File: src/rtl/srs_pkg.sv
package srs_pkg;

    typedef enum logic [1:0] {
        ST_LOW  = 2'd0,
        ST_HOLD = 2'd1,
        ST_RUN  = 2'd2
    } srs_state_e;

    function automatic int unsigned us_to_cycles(input int unsigned hz, input int unsigned us);
        longint unsigned prod;
        prod = (longint'(hz) * longint'(us)) / 64'd1_000_000;
        if (prod < 64'd1) prod = 64'd1;
        return int'(prod);
    endfunction

    function automatic int unsigned cnt_width(input int unsigned max_val);
        int unsigned w;
        w = $clog2(max_val + 1);
        return (w < 1) ? 1 : w;
    endfunction

endpackage

File: src/rtl/srs_sync.sv
module srs_sync #(
    parameter int unsigned STAGES = 2
) (
    input  logic clk,
    input  logic rst,
    input  logic d_async,
    output logic q_sync
);
    logic [STAGES-1:0] st;

    for (genvar i = 0; i < STAGES; i++) begin : g_stage
        if (i == 0) begin : g_first
            always_ff @(posedge clk) begin
                if (rst) st[i] <= 1'b1;
                else     st[i] <= d_async;
            end
        end else begin : g_next
            always_ff @(posedge clk) begin
                if (rst) st[i] <= 1'b1;
                else     st[i] <= st[i-1];
            end
        end
    end

    assign q_sync = st[STAGES-1];
endmodule

File: src/rtl/srs_qual.sv
module srs_qual import srs_pkg::*; #(
    parameter int unsigned QUAL_CYCLES = 8
) (
    input  logic clk,
    input  logic rst,
    input  logic arm,
    input  logic low,
    output logic trip
);
    localparam int unsigned QW = cnt_width(QUAL_CYCLES);
    localparam logic [QW-1:0] QMAX = QW'(QUAL_CYCLES);

    logic [QW-1:0] cnt;

    always_ff @(posedge clk) begin
        if (rst || !arm || !low) cnt <= '0;
        else if (cnt != QMAX)    cnt <= cnt + 1'b1;
    end

    assign trip = arm && low && (cnt == QMAX);
endmodule

File: src/rtl/srs_hold.sv
module srs_hold import srs_pkg::*; #(
    parameter int unsigned HOLD_CYCLES = 16
) (
    input  logic clk,
    input  logic rst,
    input  logic run,
    input  logic low,
    output logic done
);
    localparam int unsigned HW = cnt_width(HOLD_CYCLES);
    localparam logic [HW-1:0] HLAST = HW'(HOLD_CYCLES - 1);

    logic [HW-1:0] cnt;

    always_ff @(posedge clk) begin
        if (rst || !run || low) cnt <= '0;
        else if (cnt != HLAST)  cnt <= cnt + 1'b1;
    end

    assign done = run && !low && (cnt == HLAST);
endmodule

File: src/rtl/supply_rst_seq.sv
module supply_rst_seq import srs_pkg::*; #(
    parameter int unsigned CLK_HZ      = 50_000_000,
    parameter int unsigned HOLD_CYCLES = us_to_cycles(CLK_HZ, 40_000),
    parameter int unsigned QUAL_CYCLES = us_to_cycles(CLK_HZ, 10),
    parameter int unsigned SYNC_STAGES = 2
) (
    input  logic clk,
    input  logic rst,
    input  logic supply_low_a,
    output logic por_n
);
    logic       low_s;
    logic       hold_done;
    logic       qual_trip;
    srs_state_e state_q, state_d;
    logic       por_q;

    srs_sync #(.STAGES(SYNC_STAGES)) u_sync (
        .clk    (clk),
        .rst    (rst),
        .d_async(supply_low_a),
        .q_sync (low_s)
    );

    srs_hold #(.HOLD_CYCLES(HOLD_CYCLES)) u_hold (
        .clk (clk),
        .rst (rst),
        .run (state_q == ST_HOLD),
        .low (low_s),
        .done(hold_done)
    );

    srs_qual #(.QUAL_CYCLES(QUAL_CYCLES)) u_qual (
        .clk (clk),
        .rst (rst),
        .arm (state_q == ST_RUN),
        .low (low_s),
        .trip(qual_trip)
    );

    always_comb begin
        state_d = state_q;
        unique case (state_q)
            ST_LOW:  if (!low_s)        state_d = ST_HOLD;
            ST_HOLD: if (low_s)         state_d = ST_LOW;
                     else if (hold_done) state_d = ST_RUN;
            ST_RUN:  if (qual_trip)     state_d = ST_LOW;
            default:                    state_d = ST_LOW;
        endcase
    end

    always_ff @(posedge clk) begin
        if (rst) begin
            state_q <= ST_LOW;
            por_q   <= 1'b0;
        end else begin
            state_q <= state_d;
            por_q   <= (state_d == ST_RUN);
        end
    end

    assign por_n = por_q;
endmodule

File: config.mk
export PLATFORM = sky130hd
export DESIGN_NAME = supply_rst_seq
export DESIGN_NICKNAME = d
export VERILOG_FILES = /design/src/rtl/srs_pkg.sv /design/src/rtl/srs_sync.sv /design/src/rtl/srs_qual.sv /design/src/rtl/srs_hold.sv /design/src/rtl/supply_rst_seq.sv
export SDC_FILE = /design/constraint.sdc
export NUM_CORES = 1
export LEC_CHECK = 0
export CAP_MARGIN = 0
export CORE_UTILIZATION = 54
export DETAILED_ROUTE_END_ITERATION = 10
export PLACE_DENSITY = 0.78
export SLEW_MARGIN = 15
export SYNTH_ARGS = -nofsm -noshare
export SYNTH_HDL_FRONTEND = slang
export SYNTH_HIERARCHICAL = 1
export SYNTH_SLANG_ARGS = --single-unit
File: constraint.sdc
create_clock -name clk -period 1.6 [get_ports clk]
set_input_delay 0.32 -clock clk [delete_from_list [all_inputs] [get_ports clk]]
set_output_delay 0.32 -clock clk [all_outputs]
set_load 0.03 [all_outputs]
======== Word-level counts from Yosys, hierarchy flattened ========
Cells that the tools add are included.
storage, ports and cells
  input bits .............................. 3
  output and inout bits ................... 1
  word-level logic and storage cells ...... 32
  register bits after elaboration ......... 35
cells by class
  reductions and logical operators ........ 12
  add/subtract/negate cells ............... 2
  eq/ne operators ......................... 7
  multiplexer cells ....................... 5
operator list
  operator                                              count
  adder 21 x 1 -> 21 bit (second input constant)        1
  equality test 21 bit (second input constant)          1
  inequality test 21 bit (second input constant)        1
  adder 9 x 1 -> 9 bit (second input constant)          1
  equality test 9 bit (second input constant)           1
  inequality test 9 bit (second input constant)         1
  2-to-1 mux 2 bit                                      4
  one-hot mux 2 bit (3 select lines)                    1
  equality test 2 bit (second input constant)           2
  logical AND 1 bit                                     4
  logical OR 1 bit                                      4
  logical NOT 1 bit                                     3
  equality test 2 x 1 -> 1 bit (second input constant)  1
  logical NOT 2 bit                                     1

======== Longest topological paths before layout ========
Gate-level depths: netlist (run 1).
  depth in word-level cells ............... 7
  gate-level depth with buffers ........... 8
  depth with buffers taken out ............ 7

======== By module ========
Netlist (run 1), hierarchy kept.
modules (own cells, without submodules)
  module          times used  seq. area each (µm²)  cells each  area each (µm²)
  srs_hold        1           420.4                 128         1124.8
  srs_qual        1           180.2                 51          446.7
  supply_rst_seq  1           60.1                  10          112.6
  srs_sync        1           40.0                  4           52.6

======== Worst setup path before layout (run 1) ========
No wires, ideal clock.
  path type ............................... register to register
  start point ............................. register u_hold.cnt[0]
  end point ............................... register por_q (netlist: por_n)
  slack ................................... -0.158 ns
  clock period less this slack ............ 1.758 ns
  cell stages (with the launch flop) ...... 9
  buffers on the path ..................... 1
  setup time .............................. 0.070 ns
  arrival ................................. 1.688 ns
  data required time ...................... 1.530 ns
  cells stage by stage .................... dfxtp_1 ha_1 and3_1 buf_2 and4_1 nand2_1 nor3b_1 nand4bb_1 a21oi_1
between the ends
  word-level cells in the longest chain between the ends .. 6
ends and longest elaborated chain
  element                             line                  text
  start: declaration                  srs_hold.sv:13        logic [HW-1:0] cnt;
  start signal: assignment            srs_hold.sv:17        else if (cnt != HLAST) cnt <= cnt + 1'b1;
  equality test 21 bit                srs_hold.sv:20        assign done = run && !low && (cnt == HLAST);
  logical AND 1 bit                   srs_hold.sv:20
  net hold_done                       supply_rst_seq.sv:13  logic hold_done;
  2-to-1 mux 2 bit                    supply_rst_seq.sv:46  else if (hold_done) state_d = ST_RUN;
  2-to-1 mux 2 bit                    supply_rst_seq.sv:45  ST_HOLD: if (low_s) state_d = ST_LOW;
  one-hot mux 2 bit (3 select lines)  supply_rst_seq.sv:43  unique case (state_q)
  equality test 2 bit                 supply_rst_seq.sv:58  por_q <= (state_d == ST_RUN);
  end signal: assignment              supply_rst_seq.sv:58
  end: declaration                    supply_rst_seq.sv:16  logic por_q;
The timed path passes the listed nets, and every way through them passes these cells.
A chain may end at the register's enable or synchronous reset.

======== Worst setup path in the final report (run 1) ========
  start point ............................. register state_q[0]
  end point ............................... register u_hold.cnt[13]
between the ends
  word-level cells in the longest chain between the ends .. 4
ends and longest elaborated chain
  element                        line                  text
  start: declaration             supply_rst_seq.sv:15  srs_state_e state_q, state_d;
  start signal: assignment       supply_rst_seq.sv:57  state_q <= state_d;
  equality test 2 x 1 -> 1 bit   supply_rst_seq.sv:28  .run (state_q == ST_HOLD),
  logical NOT 1 bit              srs_hold.sv:16        if (rst || !run || low) cnt <= '0;
  logical OR 1 bit (2 in a row)  srs_hold.sv:16
No other way between the ends.

==> run_results.csv, run 1 <==
group,metric,value,unit
finish,final_layout_size_suffix_gt1_share,31.2,%
floorplanning,die_w,58.7,um
worst_setup_path,arrival,1.93,ns
synth,synth.top_cells.by_count,"35 x sky130_fd_sc_hd__dfxtp_1, 15 x sky130_fd_sc_hd__a21oi_1, 11 x sky130_fd_sc_hd__nand2_1, 11 x sky130_fd_sc_hd__nor2_1, 11 x sky130_fd_sc_hd__o21ai_0",
global_routing,vias_in_the_first_global_route,1597,
worst_setup_path,crit_path_max_fanout,10,
clock_tree,ctsLongestPathBuffers,2,
worst_setup_path,reg2reg_depth,4,
worst_setup_path,critPathKind,"flip-flop to flip-flop",
clock_tree,cts_root_buf,"sky130_fd_sc_hd__clkbuf_4",
synth,yosys.cell_types.count,49,
synth,yosysWarningCount,6,
finish,flow.area_growth_from_synthesis,27.8,%
power,power-per-cell-area,706,mW/mm^2
finish,layoutNonFillerInstCount,278,
sta,final.hold.worst_slack,0.432,ns
clock_tree,cts_hold_buffers,0,
synth,post_synth_inst_count,193,
clock_tree,cts_tree,"done",
synth,yosys_register_bits,35,
global_routing,grt.total_usage,27.0,%
route,avgRoutedWirePerCell,16.5,um
power,worst_ir_drop_on_vdd,0.548,mV
worst_setup_path,chain_of_cells_forming_the_critical_path,"and2b_1 -> or3b_2 -> buf_4 -> a21oi_1",
route,drt_wl_total,4.60,mm
floorplanning,floorplan.initialDensity,56.9,%
status,status,"finished with violations",
synth,yosysSeqAreaShare,40.3,%
worst_setup_path,worst_setup_path_start_kind,"flip-flop",
route,drtIter0Drc,139,
route,post_drt_via_cell_ratio,6.26,
finish,n_antenna_cell,0,
global_routing,grt_first_pass_wirelength,7.00,mm
synth,yosysTopAreaCell,"sky130_fd_sc_hd__dfxtp_1",
worst_setup_path,worstReg2RegStart,"state_q[0]$_SDFF_PP0_",
synth,synth.avg_cell_area,9.00,um^2
sta,unrepaired_setup_endpoints_after_global_routing,"yes",
synth,synth.cell_area,0.00174,mm^2
worst_setup_path,rr_endpoint,"u_hold/cnt[13]$_SDFFE_PP0P_",
worst_setup_path,rrSetupSlack,-0.05,ns
place,post-place-cells,262,
worst_setup_path,cpMaxStageDelayCell,"sky130_fd_sc_hd__or3b_2",
route,vias,1739,
hold_path,cell_count_of_the_worst_hold_path,1,
status,violated_checks,"negative setup slack",
sta,timing.slew.headroom,76.5,%
place,io_buffer_count,3,
sta,final.period_utilization,103,%
global_routing,grt_overflow,0,
hold_path,hold_path.startpoint,"u_sync/st[0]$_SDFF_PP1_",
clock_tree,clk_transition_reported_paths,0.11,ns
sta,clock-skew-final,0.00366,ns
worst_setup_path,worst_ep_required_time,1.88,ns
worst_setup_path,crit_path_max_incr_delay,0.60,ns
sta,setup_ws,-0.0480,ns
floorplanning,fp.coreArea,0.00305,mm^2
route,drtPass1Iterations,4,
sta,timing.final.max_slew_violations,0,
synth,synth_top_area_share,40.3,%
floorplanning,dieHeight,58.7,um
clock_tree,insertion_delay,0.35,ns
sta,worstMarginPinSlew,0.348,ns
floorplanning,fp-row-count,20,
synth,edff_count_synth,0,
clock_tree,cts.sinks,35,
clock_tree,cts_h_tree_depth,2,
synth,yosys.cell_count.top_type,"sky130_fd_sc_hd__dfxtp_1",
floorplanning,num_io_pins,4,
synth,synth_ff_type,"sky130_fd_sc_hd__dfxtp_1",
route,residual_antenna_violating_net_count_after_detailed_routing,0,
place,place_worst_setup_slack,-0.133,ns
finish,fill_cells,213,
clock_tree,number_of_buffers_created_by_cts,5,
hold_path,min_delay_worst_endpoint,"u_sync/q_sync$_SDFF_PP1_",
synth,syn_nets,199,
place,gpl.final_weighted_congestion,0.905,
place,dpl-instance-area,0.00201,mm^2
floorplanning,die_area,0.00345,mm^2
synth,async_reset_ff_share,0,%
synth,synth.area.top_cells,"sky130_fd_sc_hd__dfxtp_1 40%, sky130_fd_sc_hd__a21oi_1 4.3%, sky130_fd_sc_hd__o21ai_0 3.2%, sky130_fd_sc_hd__o31ai_1 3.0%, sky130_fd_sc_hd__nand3_1 2.6%",
place,sum_of_net_half_perimeters_after_detailed_placement,2.87,mm
finish,stdcell_area,0.00222,mm^2
power,cellLeakagePower,0.787,nW
sta,layout_min_cycle_time,1.65,ns
job,max_cap_viol_count,0,
finish,nets,239,
global_routing,grt_max_degree,15,
sta,report.final.setup_viol,9,
route,detail_route.drc_violations,0,
worst_setup_path,setup.worst_path.end_class,"flip-flop",
sta,max_freq,607,MHz
global_routing,initial_antenna_violation_count,0,
sta,hold_violations,0,
hold_path,hold_class,"flip-flop to flip-flop",
==> timing repair <==
item	in CTS	in global routing
setup endpoints to repair	12	15
cloned	0	0
setup buffers	0	8
resized for setup	10	9
pin swaps	2	9
==> metrics by stage <==
| stage | total power, W | setup TNS [ns] | util, % |
|---|---|---|---|
| finish | 0.00157 | -0.262 | 72.7 |
| global route | 0.00161 | -1.26 | 72.7 |
| CTS | 0.00157 | -0.00492 | 69.8 |
| detailed placement | 0.000911 | -1.60 | 65.8 |
| global placement | 0.000910 | -1.01 | 65.8 |
| floorplan | 0.000901 | 0 | - |
==> logic make-up (layout without fill, tap and decap cells) <==
kind of cell,after synthesis,after routing,share of synthesized area [%]
buffers and inverters,11,52,3.89
XOR/XNOR,6,6,3.03
adder cells (fa/ha/maj),3,3,2.16
AO/OA/AOI/OAI,46,46,16.0
multiplexers,1,1,0.576
AND/OR/NAND/NOR,91,91,34.0
flip-flops,35,35,40.3
==> critical path: cells and delay by family, from the launching register on <==
kind,cells,cell delay [ns]
buf+inv,1,0.22
simple gates,2,0.80
flops,1,0.42
compound gates,1,0.14
==> routing by layer <==
metal  up-vias  routed length, um  part of all wire, %  GRT usage (%)
li1        814                  -                    -              -
met1       848               1950                   42           32.5
met2        60               2260                   49           45.5
met3        17                244                  5.3           8.13
met4         0                138                  3.0           10.5
met5         -                  0                    0              0
==> worst max path at each step <==
stage / from / end / cells past startpoint
6_report: state_q[0]$_SDFF_PP0_ / u_hold/cnt[13]$_SDFFE_PP0P_ / 4
5_1_grt: u_hold/cnt[1]$_SDFFE_PP0P_ / state_q[1]$_SDFF_PP0_ / 7
4_1_cts: u_hold/cnt[0]$_SDFFE_PP0P_ / state_q[1]$_SDFF_PP0_ / 7
3_5_place_dp: u_hold/cnt[11]$_SDFFE_PP0P_ / state_q[1]$_SDFF_PP0_ / 6
3_3_place_gp: rst / u_hold/cnt[13]$_SDFFE_PP0P_ / 4
2_1_floorplan: u_hold/cnt[0]$_SDFFE_PP0P_ / por_n$_SDFF_PP0_ / 8
==> flip-flops by register name (all words and copies together) (netlist names) <==
register       count
state_q            2
por_n              1
u_sync/st          1
u_qual/cnt         9
u_hold/cnt        21
u_sync/q_sync      1
==> report_power, final <==
group / leakage, nW / switching, W / internal [W] / total [W]
Combinational: 0.454 / 0.00000588 / 0.0000102 / 0.0000161
Sequential: 0.285 / 0.00000410 / 0.000870 / 0.000874
Clock: 0.0482 / 0.000307 / 0.000369 / 0.000676
==> cell usage in the layout, fill, tap and decap left out, types with 6 or more instances in the layout <==
cell type / n
sky130_fd_sc_hd__nor2_1: 11
sky130_fd_sc_hd__a31oi_1: 6
sky130_fd_sc_hd__o21ai_0: 11
sky130_fd_sc_hd__dfxtp_1: 31
sky130_fd_sc_hd__buf_4: 36
sky130_fd_sc_hd__nand4_1: 7
sky130_fd_sc_hd__o31ai_1: 7
sky130_fd_sc_hd__a21oi_1: 13
sky130_fd_sc_hd__nand2_1: 10
sky130_fd_sc_hd__nand3_1: 9
==> area by class of cell <==
cell class | instances | area (um^2) | area share (%)
repair buffers | 39 | 299 | 13.5
inverters | 5 | 18.8 | 0.846
clock inverters | 2 | 35.0 | 1.58
well taps | 44 | 55.1 | 2.48
clock buffers | 6 | 51.3 | 2.31
flip-flops and latches | 35 | 711 | 32.0
multi-input cells | 147 | 1050 | 47.3
No activity file was read; power rests on OpenSTA's default activity.
==> run 2, diff against run 1 <==
--- a/config.mk
+++ b/config.mk
@@ -6,9 +6,10 @@
 export NUM_CORES = 1
 export LEC_CHECK = 0
 export CAP_MARGIN = 0
-export CORE_UTILIZATION = 54
+export CORE_MARGIN = 4
+export CORE_UTILIZATION = 25
 export DETAILED_ROUTE_END_ITERATION = 10
-export PLACE_DENSITY = 0.78
+export PLACE_DENSITY = 0.44
 export SLEW_MARGIN = 15
 export SYNTH_ARGS = -nofsm -noshare
 export SYNTH_HDL_FRONTEND = slang
==> run_results.csv, run 2 (synthesis gave the netlist of run 1 again) <==
group,metric,value,unit
route,drtPass1Iterations,4,
sta,final.period_utilization,100,%
sta,setup_ws,-0.00189,ns
floorplanning,num_io_pins,4,
global_routing,grt_first_pass_wirelength,6.88,mm
sta,timing.slew.headroom,78.0,%
clock_tree,number_of_buffers_created_by_cts,5,
power,power-per-cell-area,661,mW/mm^2
global_routing,grt_max_degree,13,
finish,biggest_registers_after_layout,"u_hold/cnt (21), u_qual/cnt (9), state_q (2)",
route,drt_wl_total,4.21,mm
worst_setup_path,crit_path_max_fanout,2,
floorplanning,fp-row-count,30,
finish,core_occupancy_in_the_finished_layout,34.3,%
worst_setup_path,crit_path_max_incr_delay,0.34,ns
global_routing,grt_overflow,0,
clock_tree,cts_root_buf,"sky130_fd_sc_hd__clkbuf_8",
finish,mostFrequentLayoutCell,"sky130_fd_sc_hd__buf_4",
clock_tree,cts.sinks,35,
place,io_buffer_count,3,
route,vias,1602,
clock_tree,clk_transition_reported_paths,0.08,ns
clock_tree,cts_h_tree_depth,2,
power,post-layout-total-power,0.00153,W
place,sum_of_net_half_perimeters_after_detailed_placement,2.98,mm
clock_tree,ctsLongestPathBuffers,2,
route,residual_antenna_violating_net_count_after_detailed_routing,0,
job,max_cap_viol_count,0,
global_routing,grt.total_usage,10.2,%
clock_tree,insertion_delay,0.29,ns
route,post_drt_via_cell_ratio,5.02,
power,cellLeakagePower,0.812,nW
sta,worstMarginPinSlew,0.326,ns
worst_setup_path,cpMaxStageDelayCell,"sky130_fd_sc_hd__dfxtp_2",
finish,largest-register,"u_hold/cnt",
sta,report.final.setup_viol,1,
finish,n_antenna_cell,0,
finish,flow.area_growth_from_synthesis,33.5,%
worst_setup_path,worst_ep_required_time,1.83,ns
worst_setup_path,setup.worst_path.end_class,"flip-flop",
sta,final.hold.worst_slack,0.409,ns
worst_setup_path,arrival,1.83,ns
route,drtIter0Drc,102,
sta,hold_violations,0,
finish,largest_register_ffs,21,
worst_setup_path,critPathKind,"flip-flop to flip-flop",
status,status,"finished with violations",
floorplanning,floorplan.initialDensity,25.7,%
global_routing,initial_antenna_violation_count,0,
sta,unrepaired_setup_endpoints_after_global_routing,"yes",
finish,final_layout_size_suffix_gt1_share,33.9,%
floorplanning,die_area,0.00834,mm^2
status,violated_checks,"negative setup slack",
sta,clock-skew-final,0.00345,ns
finish,layout.area.seq,712,um^2
worst_setup_path,worst_setup_path_start_kind,"flip-flop",
sta,layout_min_cycle_time,1.60,ns
sta,timing.final.max_slew_violations,0,
power,worst_ir_drop_on_vdd,0.235,mV
finish,layoutNonFillerInstCount,319,
clock_tree,cts_tree,"done",
route,detail_route.drc_violations,0,
floorplanning,dieHeight,91.3,um
global_routing,vias_in_the_first_global_route,1436,
sta,max_freq,624,MHz
finish,nets,244,
place,post-place-cells,306,
route,avgRoutedWirePerCell,13.2,um
finish,final_cell_mix,"40 x sky130_fd_sc_hd__buf_4, 30 x sky130_fd_sc_hd__dfxtp_1, 11 x sky130_fd_sc_hd__a21oi_1, 11 x sky130_fd_sc_hd__nor2_1, 11 x sky130_fd_sc_hd__o21ai_0",
place,gpl.final_weighted_congestion,0.728,
worst_setup_path,chain_of_cells_forming_the_critical_path,"nor4b_4 -> buf_4 -> and4_4 -> nand2_4 -> nor3b_2 -> nand4bb_1 -> a21oi_1",
finish,fill_cells,710,
hold_path,hold_class,"flip-flop to flip-flop",
finish,combined_area_of_the_multi_input_logic_cells,0.00107,mm^2
floorplanning,die_w,91.3,um
floorplanning,fp.coreArea,0.00676,mm^2
[run 2: metrics by stage]
step / setup TNS [ns] / setup slack [ns] / area [um^2]
detailed placement: -1.75 / -0.140 / 2110
CTS: -0.00156 / -0.00156 / 2220
global placement: -1.41 / -0.106 / 2110
floorplan: 0 / 0.0261 / 1760
finish: -0.00189 / -0.00189 / 2320
global route: -0.160 / -0.0862 / 2320
[run 2: per-layer routing]
layer	part of all wire (%)	global-route usage (%)	up-vias
met4	1.3	4.15	0
met5	0	0	-
li1	-	-	830
met3	2.9	2.73	5
met1	52	14.0	752
met2	44	15.0	15
[run 2: worst max-delay path: cells and delay by family (launching register included)]
family	cells	cell delay [ns]
AND/OR/NAND/NOR	5	0.88
flip-flops	1	0.34
buffers and inverters	1	0.16
AO/OA/AOI/OAI	1	0.15
[run 2: repair_timing]
item	4_1_cts	5_1_grt
gates cloned	0	1
resized for setup	7	18
hold buffers	0	0
pin swaps	1	6
setup buffers	0	4
setup endpoints to repair	9	14
[run 2: path summary, 6_finish.rpt]
path	startpoint	to	slack, ns	cells past startpoint
max	u_hold/cnt[11]$_SDFFE_PP0P_	state_q[1]$_SDFF_PP0_	-0.002	7
min reg2reg	u_sync/st[0]$_SDFF_PP1_	u_sync/q_sync$_SDFF_PP1_	0.41	1
max reg2reg	u_hold/cnt[11]$_SDFFE_PP0P_	state_q[1]$_SDFF_PP0_	-0.002	7
min	u_sync/st[0]$_SDFF_PP1_	u_sync/q_sync$_SDFF_PP1_	0.41	1
[run 2: cell type report]
| cell class | instances | area share (%) |
|---|---|---|
| clock buffers | 6 | 3.13 |
| well taps | 80 | 4.32 |
| inverters | 5 | 0.809 |
| repair buffers | 43 | 14.4 |
| clock inverters | 2 | 0.540 |
| multi-input cells | 148 | 46.1 |
| flip-flops and latches | 35 | 30.7 |
[run 2: report_power, final]
part           internal, W  switching (W)   total, W
Combinational    0.0000108     0.00000670  0.0000175
Clock             0.000305       0.000338   0.000643
Sequential        0.000870     0.00000144   0.000871
Total              0.00119       0.000346    0.00153
==> run 3, diff against run 2 <==
==> constraint.sdc (replaced) <==
create_clock -name clk -period 1.6 [get_ports clk]
set_input_delay 0.24 -clock clk [delete_from_list [all_inputs] [get_ports clk]]
set_output_delay 0.24 -clock clk [all_outputs]
set_load 0.03 [all_outputs]
==> run_results.csv, run 3 (synthesis gave the netlist of run 1 again) <==
group,metric,value,unit
status,status,"finished clean",
finish,n_antenna_cell,0,
worst_setup_path,cp_top_family,"simple AND/OR/NAND/NOR gates",
finish,layoutNonFillerInstCount,319,
sta,timing.slew.headroom,76.7,%
clock_tree,cts.sinks,35,
finish,final_cell_mix,"40 x sky130_fd_sc_hd__buf_4, 26 x sky130_fd_sc_hd__dfxtp_1, 12 x sky130_fd_sc_hd__a21oi_1",
sta,clock-skew-final,0.0111,ns
global_routing,grt_first_pass_wirelength,6.63,mm
clock_tree,clk_transition_reported_paths,0.08,ns
finish,biggest_registers_after_layout,"u_hold/cnt (21), u_qual/cnt (9), state_q (2)",
global_routing,initial_antenna_violation_count,0,
clock_tree,ctsLongestPathBuffers,2,
floorplanning,dieHeight,91.3,um
sta,layout_min_cycle_time,1.57,ns
route,residual_antenna_violating_net_count_after_detailed_routing,0,
clock_tree,number_of_buffers_created_by_cts,5,
worst_setup_path,chain_of_cells_forming_the_critical_path,"nor4b_2 -> buf_4 -> and4_4 -> nand2_4 -> nor3b_4 -> nand4bb_1 -> a21oi_1",
floorplanning,fp.coreArea,0.00676,mm^2
worst_setup_path,crit_path_max_incr_delay,0.33,ns
worst_setup_path,cpMaxStageDelayCell,"sky130_fd_sc_hd__dfxtp_2",
job,max_cap_viol_count,0,
finish,final_layout_size_suffix_gt1_share,34.3,%
clock_tree,cts_h_tree_depth,2,
sta,hold_violations,0,
floorplanning,die_area,0.00834,mm^2
route,vias,1594,
worst_setup_path,worst_setup_path_start_kind,"flip-flop",
route,drt_wl_total,4.13,mm
finish,flow.area_growth_from_synthesis,35.2,%
worst_setup_path,worst-path-buf-inv,1,
sta,worstMarginPinSlew,0.345,ns
sta,timing.final.max_slew_violations,0,
global_routing,vias_in_the_first_global_route,1404,
finish,nets,244,
finish,largest-register,"u_hold/cnt",
power,power-per-cell-area,791,mW/mm^2
place,io_buffer_count,3,
finish,largest_register_ffs,21,
worst_setup_path,arrival,1.80,ns
route,drtIter0Drc,98,
clock_tree,cts_root_buf,"sky130_fd_sc_hd__clkbuf_8",
finish,fill_cells,716,
global_routing,grt_overflow,0,
place,gpl.final_weighted_congestion,0.728,
place,sum_of_net_half_perimeters_after_detailed_placement,2.91,mm
route,avgRoutedWirePerCell,12.9,um
sta,unrepaired_setup_endpoints_after_global_routing,"yes",
worst_setup_path,crit_path_max_fanout,2,
global_routing,grt.total_usage,9.76,%
floorplanning,floorplan.initialDensity,25.7,%
power,worst_ir_drop_on_vdd,0.409,mV
floorplanning,die_w,91.3,um
power,post-layout-total-power,0.00186,W
sta,setup_ws,0.0295,ns
worst_setup_path,worst_ep_required_time,1.83,ns
floorplanning,num_io_pins,4,
sta,report.final.setup_viol,0,
route,drtPass1Iterations,4,
clock_tree,insertion_delay,0.29,ns
finish,mostFrequentLayoutCell,"sky130_fd_sc_hd__buf_4",
worst_setup_path,setup.worst_path.end_class,"flip-flop",
floorplanning,fp-row-count,30,
sta,max_freq,637,MHz
clock_tree,cts_tree,"done",
power,cellLeakagePower,0.817,nW
place,place_worst_setup_slack,-0.0744,ns
sta,final.period_utilization,98.2,%
place,post-place-cells,309,
hold_path,hold_class,"flip-flop to flip-flop",
route,detail_route.drc_violations,0,
global_routing,grt_max_degree,13,
worst_setup_path,critPathKind,"flip-flop to flip-flop",
route,post_drt_via_cell_ratio,5.00,
==> run 3: worst reg2reg max path, stage by stage (launching register included) <==
cell	delay [ns]
sky130_fd_sc_hd__dfxtp_2	0.33
sky130_fd_sc_hd__nor4b_2	0.26
sky130_fd_sc_hd__buf_4	0.15
sky130_fd_sc_hd__and4_4	0.25
sky130_fd_sc_hd__nand2_4	0.07
sky130_fd_sc_hd__nor3b_4	0.19
sky130_fd_sc_hd__nand4bb_1	0.14
sky130_fd_sc_hd__a21oi_1	0.13
==> run 3: path summary, 6_finish.rpt <==
kind                                                   from                        to  slack, ns  cells after the start
worst max-delay path            u_hold/cnt[13]$_SDFFE_PP0P_          por_n$_SDFF_PP0_       0.03                      7
worst min-delay path                u_sync/st[0]$_SDFF_PP1_  u_sync/q_sync$_SDFF_PP1_       0.41                      1
worst max register to register  u_hold/cnt[13]$_SDFFE_PP0P_          por_n$_SDFF_PP0_       0.03                      7
worst min register to register      u_sync/st[0]$_SDFF_PP1_  u_sync/q_sync$_SDFF_PP1_       0.41                      1
==> run 3: final cells by class <==
class	instances	area (um^2)	share of cell area, %
clock buffers	6	72.6	3.09
flip-flops and latches	35	717	30.5
well taps	80	100	4.26
repair buffers	43	330	14.1
multi-input cells	148	1050	44.7
inverters	5	18.8	0.799
clock inverters	2	60.1	2.56
==> run 3: repair_timing <==
action,CTS,global route
buffers inserted,0,1
cloned,0,1
endpoints found under the setup margin,7,15
pin swaps,0,8
gates resized for setup,7,16
hold buffers,0,0
==> run 3: stage by stage <==
stage | utilization, % | setup TNS, ns | area, um^2 | hold slack (ns)
after global placement | 31.6 | -0.589 | 2140 | 0.386
after floorplan | - | 0 | 1760 | 0.309
after global routing | 34.8 | -0.128 | 2350 | 0.427
after CTS | 33.8 | 0 | 2280 | 0.414
after detailed placement | 31.6 | -0.640 | 2140 | 0.394
final | 34.8 | 0 | 2350 | 0.413
==> run 3: routing by layer <==
layer	global-route usage (%)	vias to the layer above	part of all wire, %
met1	13.8	735	51
met2	14.5	23	45
met4	2.64	0	0.44
met3	2.73	2	3.4
met5	0	-	0
li1	-	834	-
==> run 3: power breakdown <==
part | internal [W] | switching (W) | total [W]
Combinational | 0.0000111 | 0.00000708 | 0.0000181
Sequential | 0.000870 | 0.00000150 | 0.000871
Clock | 0.000624 | 0.000345 | 0.000969
Total | 0.00150 | 0.000354 | 0.00186
